[src/rtl/procModePkg.sv]
package procModePkg;
  localparam int REG_W  = 8;
  localparam int MODE_W = 2;

  typedef enum logic [MODE_W-1:0] {
    MODE_SINGLE = 2'b00,
    MODE_EXPAND = 2'b01,
    MODE_RSVD   = 2'b10,
    MODE_MICRO  = 2'b11
  } modeT;

  // Strobes from the write filter to the register datapath
  typedef struct packed {
    logic wrUpper;
    logic wrMode;
  } wrStrobeT;
endpackage

[src/rtl/procModeCtlFilter.sv]
module procModeCtlFilter
  import procModePkg::*;
#(
  parameter int REG_W  = procModePkg::REG_W,
  parameter int MODE_W = procModePkg::MODE_W
) (
  input  logic                    clk,
  input  logic                    rstAny,
  input  logic                    wrEn,
  input  logic [REG_W-1:0]        wrData,
  input  logic                    fetchInRom,
  input  logic [MODE_W-1:0]       curMode,
  input  logic [REG_W-MODE_W-1:0] curUpper,
  output wrStrobeT                strobe
);
  logic [MODE_W-1:0] newMode;
  logic upperChg, bigMode, discardAll, rsvdMode, enterBlk, leaveBlk;

  always_comb begin
    newMode    = wrData[MODE_W-1:0];
    upperChg   = wrData[REG_W-1:MODE_W] != curUpper;
    bigMode    = (newMode == MODE_EXPAND) || (newMode == MODE_MICRO);
    discardAll = bigMode && upperChg;
    rsvdMode   = newMode == MODE_RSVD;
    enterBlk   = fetchInRom && (newMode == MODE_MICRO) && (curMode != MODE_MICRO);
    leaveBlk   = fetchInRom && (curMode == MODE_MICRO) && (newMode != MODE_MICRO);
    strobe.wrUpper = wrEn && !discardAll;
    strobe.wrMode  = wrEn && !discardAll && !rsvdMode && !enterBlk && !leaveBlk;
  end


  property pDiscard;
    @(posedge clk) disable iff (rstAny)
      (wrEn && (wrData[1:0] == 2'b01 || wrData[1:0] == 2'b11) &&
       wrData[REG_W-1:MODE_W] != curUpper)
      |=> ($stable(curMode) && $stable(curUpper));
  endproperty
  discard_whole_chk: assert property (pDiscard);


  property pEnterRom;
    @(posedge clk) disable iff (rstAny)
      (wrEn && fetchInRom && wrData[1:0] == 2'b11 && curMode != 2'b11) |=> curMode != 2'b11;
  endproperty
  no_enter_micro_chk: assert property (pEnterRom);


  property pLeaveRom;
    @(posedge clk) disable iff (rstAny)
      (wrEn && fetchInRom && curMode == 2'b11 && wrData[1:0] != 2'b11) |=> curMode == 2'b11;
  endproperty
  no_leave_micro_chk: assert property (pLeaveRom);


  property pRsvd;
    @(posedge clk) disable iff (rstAny)
      (wrEn && wrData[1:0] == 2'b10) |=> $stable(curMode);
  endproperty
  rsvd_ignored_chk: assert property (pRsvd);


  property pHold;
    @(posedge clk) disable iff (rstAny)
      !wrEn |=> ($stable(curMode) && $stable(curUpper));
  endproperty
  hold_idle_chk: assert property (pHold);
endmodule

[src/rtl/procModeDp.sv]
module procModeDp
  import procModePkg::*;
#(
  parameter int REG_W  = procModePkg::REG_W,
  parameter int MODE_W = procModePkg::MODE_W
) (
  input  logic                    clk,
  input  logic                    rstAny,
  input  logic                    modePin,
  input  logic [REG_W-1:0]        wrData,
  input  wrStrobeT                strobe,
  output logic [MODE_W-1:0]       curMode,
  output logic [REG_W-MODE_W-1:0] curUpper,
  output logic                    romEn,
  output logic [REG_W-1:0]        regRd
);
  localparam int UP_W = REG_W - MODE_W;

  logic [MODE_W-1:0] modeQ;
  logic [UP_W-1:0]   upperQ;
  logic              pinHighRst;

  always_ff @(posedge clk) begin
    if (rstAny) begin
      modeQ      <= modePin ? MODE_MICRO : MODE_SINGLE;
      upperQ     <= '0;
      pinHighRst <= modePin;
    end else begin
      if (strobe.wrMode)  modeQ  <= wrData[MODE_W-1:0];
      if (strobe.wrUpper) upperQ <= wrData[REG_W-1:MODE_W];
    end
  end

  always_comb begin
    curMode  = modeQ;
    curUpper = upperQ;
    regRd    = {upperQ, modeQ};
    romEn    = !pinHighRst && (modeQ != MODE_MICRO);
  end


  property pRstMode;
    @(posedge clk) rstAny |=> (curMode == ($past(modePin) ? 2'b11 : 2'b00)) && (curUpper == '0);
  endproperty
  reset_mode_chk: assert property (pRstMode);


  property pRomMicro;
    @(posedge clk) disable iff (rstAny) romEn |-> curMode != 2'b11;
  endproperty
  rom_off_micro_chk: assert property (pRomMicro);


  property pRomLatch;
    @(posedge clk) disable iff (rstAny) (!romEn && curMode != 2'b11) |=> !romEn;
  endproperty
  rom_latch_chk: assert property (pRomLatch);
endmodule

[src/rtl/procModeCtl.sv]
module procModeCtl
  import procModePkg::*;
#(
  parameter int REG_W  = procModePkg::REG_W,
  parameter int MODE_W = procModePkg::MODE_W
) (
  input  logic              clk,
  input  logic              rstN,
  input  logic              bodRst,
  input  logic              modePin,
  input  logic              wrEn,
  input  logic [REG_W-1:0]  wrData,
  input  logic              fetchInRom,
  output logic [MODE_W-1:0] mode,
  output logic              romEn,
  output logic [REG_W-1:0]  regRd
);
  localparam int UP_W = REG_W - MODE_W;

  logic              rstAny;
  wrStrobeT          strobe;
  logic [MODE_W-1:0] curMode;
  logic [UP_W-1:0]   curUpper;

  assign rstAny = !rstN || bodRst;
  assign mode   = curMode;

  procModeCtlFilter #(.REG_W(REG_W), .MODE_W(MODE_W)) u_filter (
    .clk(clk), .rstAny(rstAny), .wrEn(wrEn), .wrData(wrData),
    .fetchInRom(fetchInRom), .curMode(curMode), .curUpper(curUpper),
    .strobe(strobe)
  );

  procModeDp #(.REG_W(REG_W), .MODE_W(MODE_W)) u_dp (
    .clk(clk), .rstAny(rstAny), .modePin(modePin), .wrData(wrData),
    .strobe(strobe), .curMode(curMode), .curUpper(curUpper),
    .romEn(romEn), .regRd(regRd)
  );
endmodule

[config.mk]
export PLATFORM = sky130hd
export DESIGN_NAME = procModeCtl
export DESIGN_NICKNAME = d
export VERILOG_FILES = /design/src/rtl/procModePkg.sv /design/src/rtl/procModeCtlFilter.sv /design/src/rtl/procModeDp.sv /design/src/rtl/procModeCtl.sv
export SDC_FILE = /design/constraint.sdc
export NUM_CORES = 1
export LEC_CHECK = 0
export CORE_AREA = 2 2 39 41
export CTS_CLUSTER_SIZE = 10
export DETAILED_ROUTE_END_ITERATION = 7
export DIE_AREA = 0 0 41 43
export PLACE_DENSITY = 0.83
export SLEW_MARGIN = 20
export SYNTH_ARGS = -nofsm -noshare
export SYNTH_HDL_FRONTEND = slang
export SYNTH_SLANG_ARGS = --single-unit
[constraint.sdc]
create_clock -name clk -period 1.7 [get_ports clk]
set_clock_uncertainty 0.1 [all_clocks]
set_input_delay 0.34 -clock clk [delete_from_list [all_inputs] [get_ports clk]]
set_output_delay 0.34 -clock clk [all_outputs]
set_load 0.02 [all_outputs]
* After elaboration in Yosys (flattened, before gate mapping)
Index checks and enable logic that the tools add are counted.
** Storage, ports and cells
- Bits in registers :: 9
- Input port bits :: 14
- Logic and storage cells :: 32
** Operators by class
- Equality and inequality tests :: 7
- Mux-type cells :: 3
- Reductions and logical operators :: 19
** Operators with widths (number)
- $logic_and A1 B1 Y1 :: 10
- $eq A2 B2 Y1 const B :: 3
- $logic_not A1 Y1 :: 6
- $mux W2 :: 3
- $ne A6 B6 Y1 :: 1
- $ne A2 B2 Y1 const B :: 2
- $eq A2 B1 Y1 const B :: 1
- $logic_or A1 B1 Y1 :: 2
- $reduce_bool A2 Y1 :: 1

* Logic depth before layout (Yosys ltp)
Gate-level depths: netlist (run 1).
- Depth in word-level cells :: 10
- Depth in mapped cells :: 4
- Mapped depth without buffers :: 4

* Cells and area by module
From an unflattened synthesis (run 1), not the netlist that was laid out.
** Second synthesis, totals
- Cell total of the unflattened synthesis :: 54
- Area total of the unflattened synthesis :: 530.5 µm²
** Modules (own cells, without submodules)
- procModeDp :: times used 1, cells an instance 38, area an instance 407.9 µm²
- procModeCtlFilter :: times used 1, cells an instance 15, area an instance 116.4 µm²
- procModeCtl :: times used 1, cells an instance 1, area an instance 6.3 µm²

* Worst setup path before layout (run 1)
No wires, ideal clock.
- Path type :: register to register
- Start :: register u_dp.upperQ[1], in the netlist u_dp.curUpper[1]
- End :: register u_dp.modeQ[0], in the netlist u_dp.curMode[0] (enable)
- Data arrival time :: 1.252 ns
- Required time :: 1.284 ns
- Slack :: 0.032 ns
- Cell stages (with the launch flop) :: 5
- Path buffers :: 0
- Period minus slack after synthesis :: 1.668 ns
- Path through :: dfxtp_1 -> xnor2_1 -> nand4_1 -> or4_1 -> a21oi_1
** Between the ends
- Word-level cells in the longest chain between the ends :: 8
** RTL lines
- start: declaration :: RTL line procModeDp.sv:20 : logic [UP_W-1:0] upperQ;
- start signal: assignment :: RTL line procModeDp.sv:30 : if (strobe.wrUpper) upperQ <= wrData[REG_W-1:MODE_W];
- $ne A6 B6 Y1 :: RTL line procModeCtlFilter.sv:21 : upperChg = wrData[REG_W-1:MODE_W] != curUpper;
- $logic_and A1 B1 Y1 :: RTL line procModeCtlFilter.sv:23 : discardAll = bigMode && upperChg;
- $logic_not A1 Y1 :: RTL line procModeCtlFilter.sv:28 : strobe.wrMode = wrEn && !discardAll && !rsvdMode && !enterBlk && !leaveBlk;
- $logic_and A1 B1 Y1 (4 in a row) :: RTL line procModeCtlFilter.sv:28
- $reduce_bool A2 Y1 (no line)
- end signal: assignment :: RTL line procModeDp.sv:25 : modeQ <= modePin ? MODE_MICRO : MODE_SINGLE;
- end signal: assignment :: RTL line procModeDp.sv:29 : if (strobe.wrMode) modeQ <= wrData[MODE_W-1:0];
- end: declaration :: RTL line procModeDp.sv:19 : logic [MODE_W-1:0] modeQ;
No other way between the ends.
A chain may end at the register's enable or synchronous reset.

* Worst setup path after layout (run 1)
- Start :: register u_dp.upperQ[0], in the netlist u_dp.curUpper[0]
- End :: output regRd[2]
** RTL lines
- end: declaration :: RTL line procModeCtl.sv:16 : output logic [REG_W-1:0] regRd
No word-level cell between the ends.

==> impl.org, run 1 <==
** Status
- Result of the run :: complete, but fails checks
- The checks that failed: setup timing.

** Logic synthesis
- The number of different library cells used by synthesis comes to 17.
- The average instance in the mapped netlist occupies approximately 8.3 sq um.
- The synthesized design contains 9 register bits.
- Netlist Area Pre-Place :: ~450 sq um
- Synthesized net count :: 68
- Mapped Cells :: 54
- For this run, the register share of the synthesized area comes to between 40 and 50%.
- The Yosys step of the flow raised 0 warnings.

** Layout
- Ratio of cells with drive above 1 in the final layout :: between 10% and 20%
- For this run, the post-layout net count is 97.
- The library cell used most frequently in the layout, excluding fill and tap cells, is sky130_fd_sc_hd__nand2_1.
- Most frequent cells in the layout :: 16 x sky130_fd_sc_hd__nand2_1, 12 x sky130_fd_sc_hd__dlygate4sd2_1, 9 x sky130_fd_sc_hd__clkdlybuf4s50_1
- Measured on the finished design, the core utilization comes to a little over half.
- Relative to the synthesized area, the layout overhead comes to 69.55%.
- After the flow finishes, the layout carries non-filler instances totaling 98.
- Number of inserted diodes :: 0

** Timing
- Final number of hold-violating endpoints :: 0
- Sum Neg Setup Slack :: -0.003406 ns
- Min cycle time layout :: approximately 1.7 ns
- Final setup violation count :: 1
- Worst slew pin tran :: about 0.44 ns
- Headroom to the max-slew limit :: around 70%
- Final critical-path share of the clock period :: 100.2%
- Highest attainable clock frequency :: around 590 MHz
- Slew Limit Fails :: 0
- Once routing completed, OpenROAD measured the worst setup slack at -0.003406 ns.

** Setup path
- Worst setup path class :: reg2out
- The number of buffers and inverters on the critical path is 1.
- Along the worst path, the maximum fanout reaches 3.
- At the worst endpoint, the required time is 1.26 ns.
- Arrival time of the worst setup path :: approximately 1.3 ns
- Delay of the slowest cell on the worst path :: ~0.6 ns
- The worst setup path is captured at an output pin.
- The critical path goes through clkdlybuf4s50_1.
- Cell with the largest stage delay on the worst path :: sky130_fd_sc_hd__clkdlybuf4s50_1
- Largest delay share family, worst path :: buffers and inverters
- Worst setup SP type :: flop

** Clocking
- In this run, CTS created clock tree buffers numbering 3.
- Maximum level of the CTS H-tree :: 1
- # Post-CTS Setup Buffers :: 0
- Clock tree synthesis selected as its root buffer the cell sky130_fd_sc_hd__clkbuf_4.
- Clock input transition at the sequential cells of the worst setup and hold paths :: around 0.070 ns
- Clock latency reported for the late side of the worst-skew pair :: ~0.27 ns
- Number of clock sinks :: 9
- Clock tree from TritonCTS :: yes
- Counting along the longest clock path gives a buffer depth of 2.

** Detailed routing
- Remaining antenna violation count after routing :: 0
- After detailed routing, the number of remaining DRC violations is 0.
- Wires add up to ~1100 um.
- The first detailed-routing pass took 4 iterations.
- Via count :: approximately 460
- Starting DRT DRC Count :: 2
- Dividing the detail-routed via count by the number of cells gives between 4 and 5.
- Detail-routed net length per standard cell :: between 10 and 15 um

** Global route
- Global routing used 14.72% of the available tracks across all layers.
- After global routing the overflow that remains totals 0.
- The number of global-route vias before repair came to 442.
- Entering global routing, the biggest net connects 11 pins.
- The first global-routing pass estimated ~1700 um of wire.
- The initial antenna violation count came to 0.

** Placed design
- Input and output buffers added on the ports amount to 24.
- At the end of routability-driven placement, the weighted congestion stood at around 0.7.
- Summed over all nets, the half-perimeter wirelength after detailed placement is roughly 830 um.
- Placed Instances :: between 90 and 100

** Floorplan
- Number of core rows :: 14
- The floorplan step defined a die boundary enclosing around 0.0018 sq mm.
- In this run the standard cell core region covers 0.001384 sq mm.
- Vertical extent of the die :: ~43 um
- The initial utilization of the core area, before any placement, comes to between 30 and 40%.
- Die boundary width :: between 40 and 50 um
- Io pins :: 25

** Power
- Leakage power summed over all cells :: 0.3655 nW
- In this run the power density over the cells is 713.3 mW/mm^2.
- Largest voltage drop on the vdd net :: roughly 0.28 mV

** Job
- Across the run, the number of max-cap violations was 0.

** Min path
- Worst min-delay path class :: in2reg
## registers in the layout, summed over array words and instances (netlist names)
name / cells
u_dp.curUpper: 6
u_dp.pinHighRst: 1
u_dp.curMode: 2
## synth_stat cells (all sizes together)
library cell / n / area share (%)
nand2: 16 / 13
a21oi: 8 / 8.9
dfxtp: 6 / 27
edfxtp: 3 / 20
xnor2: 3 / 5.9
xor2: 3 / 5.9
buf: 2 / 3.4
clkbuf: 2 / 1.7
inv: 2 / 1.7
o21ai: 2 / 2.2
a311oi: 1 / 2.0
a31oi: 1 / 1.4
nand2b: 1 / 1.4
nand4: 1 / 1.4
nor2: 1 / 0.84
nor2b: 1 / 1.4
or4: 1 / 1.7
## stage by stage
stage	setup WS (ns)	power, mW	hold slack, ns	instance area, sq um
floorplan	0.03243	0.3052	0.3389	447.9
global placement	-0.3748	0.3787	0.3700	715.7
detailed placement	-0.4306	0.3812	0.3743	715.7
CTS	0.002392	0.5352	0.3761	730.7
global route	-0.02552	0.5624	0.3909	759.5
finish	-0.003406	0.5418	0.3678	759.5
## final timing paths
check / startpoint / endpoint / slack, ns / depth (start not counted)
max: u_dp.curUpper[0]$_SDFFE_PN0P_ / regRd[2] / -0.003 / 1
min: wrData[6] / u_dp.curUpper[4]$_SDFFE_PN0P_ / 0.37 / 3
min reg2reg: u_dp.curUpper[4]$_SDFFE_PN0P_ / u_dp.curUpper[4]$_SDFFE_PN0P_ / 0.37 / 2
max reg2reg: u_dp.curUpper[0]$_SDFFE_PN0P_ / u_dp.curMode[0]$_DFFE_PP_ / 0.03 / 4
## repair_timing
action / CTS / global route
setup endpoints to repair: 8 / 6
gates resized for setup: 13 / 8
hold buffers: 0 / 0
pin swaps: 4 / 3
cloned: 0 / 0
## area by class of cell
cell class / instances / area, sq um
Multi-Input combinational cell: 39 / 230.2
Sequential cell: 9 / 212.7
Inverter: 2 / 7.507
Clock buffer: 4 / 26.28
Tap cell: 16 / 20.02
Fill cell: 128 / 624.3
Timing Repair Buffer: 28 / 262.8
## routing by layer
layer | routed length, um | GRT usage [%]
met5 | 0 | 0
met4 | 8 | 10.00
met3 | 113 | 4.188
met2 | 585 | 22.81
met1 | 441 | 16.29
## kinds of logic after synthesis
kind of cell    share of synthesized area (%)
buf+inv                                 6.704
simple gates                            20.11
xor+xnor                                11.73
compound gates                          14.53
flops                                   46.93
## power by group
group / switching [mW] / total, mW / internal [mW]
Combinational: 0.0625 / 0.126 / 0.0631
Sequential: 0.00617 / 0.240 / 0.234
Clock: 0.0849 / 0.176 / 0.0909
Total: 0.154 / 0.542 / 0.388
No activity file was read; power rests on OpenSTA's default activity.
==> run 2, diff against run 1 <==
--- a/config.mk
+++ b/config.mk
@@ -10,6 +10,7 @@
 export DETAILED_ROUTE_END_ITERATION = 7
 export DIE_AREA = 0 0 41 43
 export PLACE_DENSITY = 0.83
+export SETUP_SLACK_MARGIN = 0.5
 export SLEW_MARGIN = 20
 export SYNTH_ARGS = -nofsm -noshare
 export SYNTH_HDL_FRONTEND = slang
==> impl.org, run 2 (same netlist as run 1, synthesis figures left out) <==
** Status
- Result of the run :: finished, final reports clean

** Power
- The worst voltage drop across the vdd grid came to 0.4618 mV (+63%).
- The power per cell area came to 645.6 mW/mm^2 (-9.5%).
- The leakage power summed over all cells came to 0.3943 nW (+7.9%).
- Total Power :: 0.5800 mW (+7.1%)

** Timing
- Worst slew pin tran :: 0.3411 ns (-0.1029 ns)
- The number of failing setup endpoints in the final timing report was 0 (-1).
- The worst hold slack was 0.2459 ns (-0.1219 ns).
- The fmax came to 607.1 MHz (+3.4%).
- Min cycle time layout :: 1.647 ns (-0.05626 ns)
- Setup repair after global routing could not meet its margin everywhere.
- Headroom to the max-slew limit :: 77.26% (+7.1 points)
- The max-slew violation count was 0 (unchanged).
- The final hold violation count was 0 (unchanged).
- Final critical-path share of the clock period :: 96.89% (-3.3 points)

** Setup path
- The required arrival time at the worst endpoint came to 1.56 ns (+0.30 ns).
- Largest delay share family, worst path :: simple AND/OR/NAND/NOR gates
- Arrival time of the worst setup path :: 1.51 ns (+0.25 ns)
- The maximum fanout encountered on the critical timing path came to 2 (-1).
- Traced cell by cell, the critical path runs through xnor2_2, nand4_1, or4_4, a21oi_4.
- Delay of the slowest cell on the worst path :: 0.54 ns (-0.07 ns)
- Cell with the largest stage delay on the worst path :: sky130_fd_sc_hd__or4_4
- CP Capture Type :: flop
- The count of buffering cells on the critical path with inverters included was 0 (-1).
- Worst setup path class :: reg2reg
- Worst setup SP type :: flop

** Placed design
- HPWL Detailed :: 802.8 um (-3.2%)
- Final Wtd Congestion :: 0.7207 (+1.8%)
- Count of input and output buffers :: 24 (unchanged)

** Global route
- First-pass GRT wire length :: 1759 um (+1.2%)
- The largest net degree at the start of global routing came to 7 (-4).
- The total congestion overflow after global routing was 0 (unchanged).
- Number of antenna violations at the first check in global routing :: 0 (unchanged)
- The number of global-route vias before repair was 488 (+10%).
- The overall fraction of global-route tracks in use came to 14.29% (-0.43 points).

** Floorplan
- The number of placement rows was 14 (unchanged).
- The area of the core is 0.001384 sq mm (unchanged).
- The height of the chip was 43 um (unchanged).
- Overall die area :: 0.001763 sq mm (unchanged)
- The die extent in x came to 41 um (unchanged).
- The starting density of the core was 32.37% (unchanged).
- The count of boundary I/O pins is 25 (unchanged).

** Clocking
- The number of levels the H-tree was split into is 1 (unchanged).
- Maximum count of clock buffers along a single path :: 2 (unchanged)
- The number of buffers created by CTS is 3 (unchanged).
- The post-CTS clock slew at the launch and capture registers of the worst setup and hold paths is 0.06 ns (about the same).
- TritonCTS built the clock tree.
- CTS Hold Buffers Added :: 0 (unchanged)
- Clock latency reported for the late side of the worst-skew pair :: 0.25 ns (-0.02 ns)
- Number of clock sinks :: 9 (unchanged)
- The tree is rooted in a sky130_fd_sc_hd__clkbuf_4.

** Min path
- The min-delay analysis places its worst path in the category in2reg.

** Detailed routing
- The number of remaining DRC errors is 0 (unchanged).
- Remaining antenna violation count after routing :: 0 (unchanged)
- The average wire per cell in the routed design came to 11.40 um (-2.7%).
- Via count :: 503 (+10%)
- The routed via count divided by cell count came to 4.657 (-0.13%).
- The number of DRC markers after the initial detailed-route iteration came to 5 (+3).
- The sum of routed wire length over all layers is 1231 um (+7.2%).
- TritonRoute pass-1 iters :: 5 (+1)

** Layout
- The number of nets in the layout came to 107 (+10%).
- The flip-flop count of the largest register, all copies and words added was 6 (unchanged).
- Ratio of cells with drive above 1 in the final layout :: 48.91% (+34 points)
- Combined flip-flop and latch cell area :: 222.7 sq um (+4.7%)
- Number of inserted diodes :: 0 (unchanged)
- Fillers :: 110 (-14%)
- The library cell used most frequently in the layout, excluding fill and tap cells, is sky130_fd_sc_hd__nand2_1.
- Final core utilization :: 64.92% (+10 points)
- Area occupied by multi-input gates :: 271.5 sq um (+18%)
- Most frequent cells in the layout :: 14 x sky130_fd_sc_hd__nand2_1, 13 x sky130_fd_sc_hd__buf_6, 11 x sky130_fd_sc_hd__buf_4
- From synthesis to final layout, the design area changed by 100.6%.

** Job
- The total of max-cap violations is 0 (unchanged).
-- run 2: changes by cell type in the layout (fill, tap and decap cells not counted), moves of 2 or more --
cell,previous run,this run
sky130_fd_sc_hd__a21oi_1,7,5
sky130_fd_sc_hd__dlymetal6s2s_1,3,0
sky130_fd_sc_hd__dfxtp_1,4,0
sky130_fd_sc_hd__buf_4,4,11
sky130_fd_sc_hd__clkdlybuf4s50_1,9,3
sky130_fd_sc_hd__dfxtp_4,0,2
sky130_fd_sc_hd__clkdlybuf4s15_1,0,2
sky130_fd_sc_hd__nand2_1,16,14
sky130_fd_sc_hd__buf_6,0,13
sky130_fd_sc_hd__dfxtp_2,2,4
sky130_fd_sc_hd__nand2_2,0,2
sky130_fd_sc_hd__dlygate4sd2_1,12,7
-- run 2: timing repair --
item	4_1_cts	5_1_grt
gates resized for setup	68	23
setup buffers	6	4
pin swaps	7	4
setup endpoints to repair	22	17
-- run 2: worst reg2reg max path, cell delays in order (launching register included) --
cell                      delay (ns)
sky130_fd_sc_hd__dfxtp_2        0.35
sky130_fd_sc_hd__xnor2_2        0.11
sky130_fd_sc_hd__nand4_1        0.12
sky130_fd_sc_hd__or4_4          0.54
sky130_fd_sc_hd__a21oi_4        0.15
-- run 2: power by group --
group | leakage, nW | total [mW] | switching [mW] | internal (mW)
registers | 0.0828 | 0.242 | 0.00995 | 0.233
clock network | 0.0150 | 0.157 | 0.0674 | 0.0900
logic | 0.296 | 0.180 | 0.0775 | 0.103
-- run 2: layout make-up --
| type | count | share of cell area (%) |
|---|---|---|
| Timing Repair Buffer | 38 | 39.00 |
| Multi-Input combinational cell | 39 | 30.22 |
| Sequential cell | 9 | 24.79 |
| Clock buffer | 4 | 2.925 |
| Tap cell | 16 | 2.228 |
| Inverter | 2 | 0.8357 |
-- run 2: per-stage QoR --
| stage | setup WS (ns) | setup TNS, ns | cell area [sq um] | cells |
|---|---|---|---|---|
| after floorplan | 0.1308 | 0 | 475.5 | 54 |
| after CTS | 0.01185 | 0 | 813.3 | 104 |
| final | 0.05285 | 0 | 898.4 | 108 |
| after global placement | -0.3492 | -0.6985 | 743.2 | 94 |
| after detailed placement | -0.3772 | -0.7544 | 743.2 | 94 |
| after global routing | 0.01923 | 0 | 898.4 | 108 |
-- run 2: path summary, 6_finish.rpt --
path,cells after the start,endpoint,from,slack [ns]
worst min register to register,2,u_dp.curUpper[2]$_SDFFE_PN0P_,u_dp.curUpper[2]$_SDFFE_PN0P_,0.37
worst max register to register,4,u_dp.curMode[1]$_DFFE_PP_,u_dp.curUpper[4]$_SDFFE_PN0P_,0.05
worst max-delay path,4,u_dp.curMode[1]$_DFFE_PP_,u_dp.curUpper[4]$_SDFFE_PN0P_,0.05
worst min-delay path,3,u_dp.curUpper[4]$_SDFFE_PN0P_,wrData[6],0.25
-- run 2: metal layers --
layer	up-vias	part of all wire, %	track usage, %
met1	225	37	14.24
met3	0	7.8	5.236
met5	-	0	0
met4	0	0	0
li1	256	-	-
met2	22	55	27.50
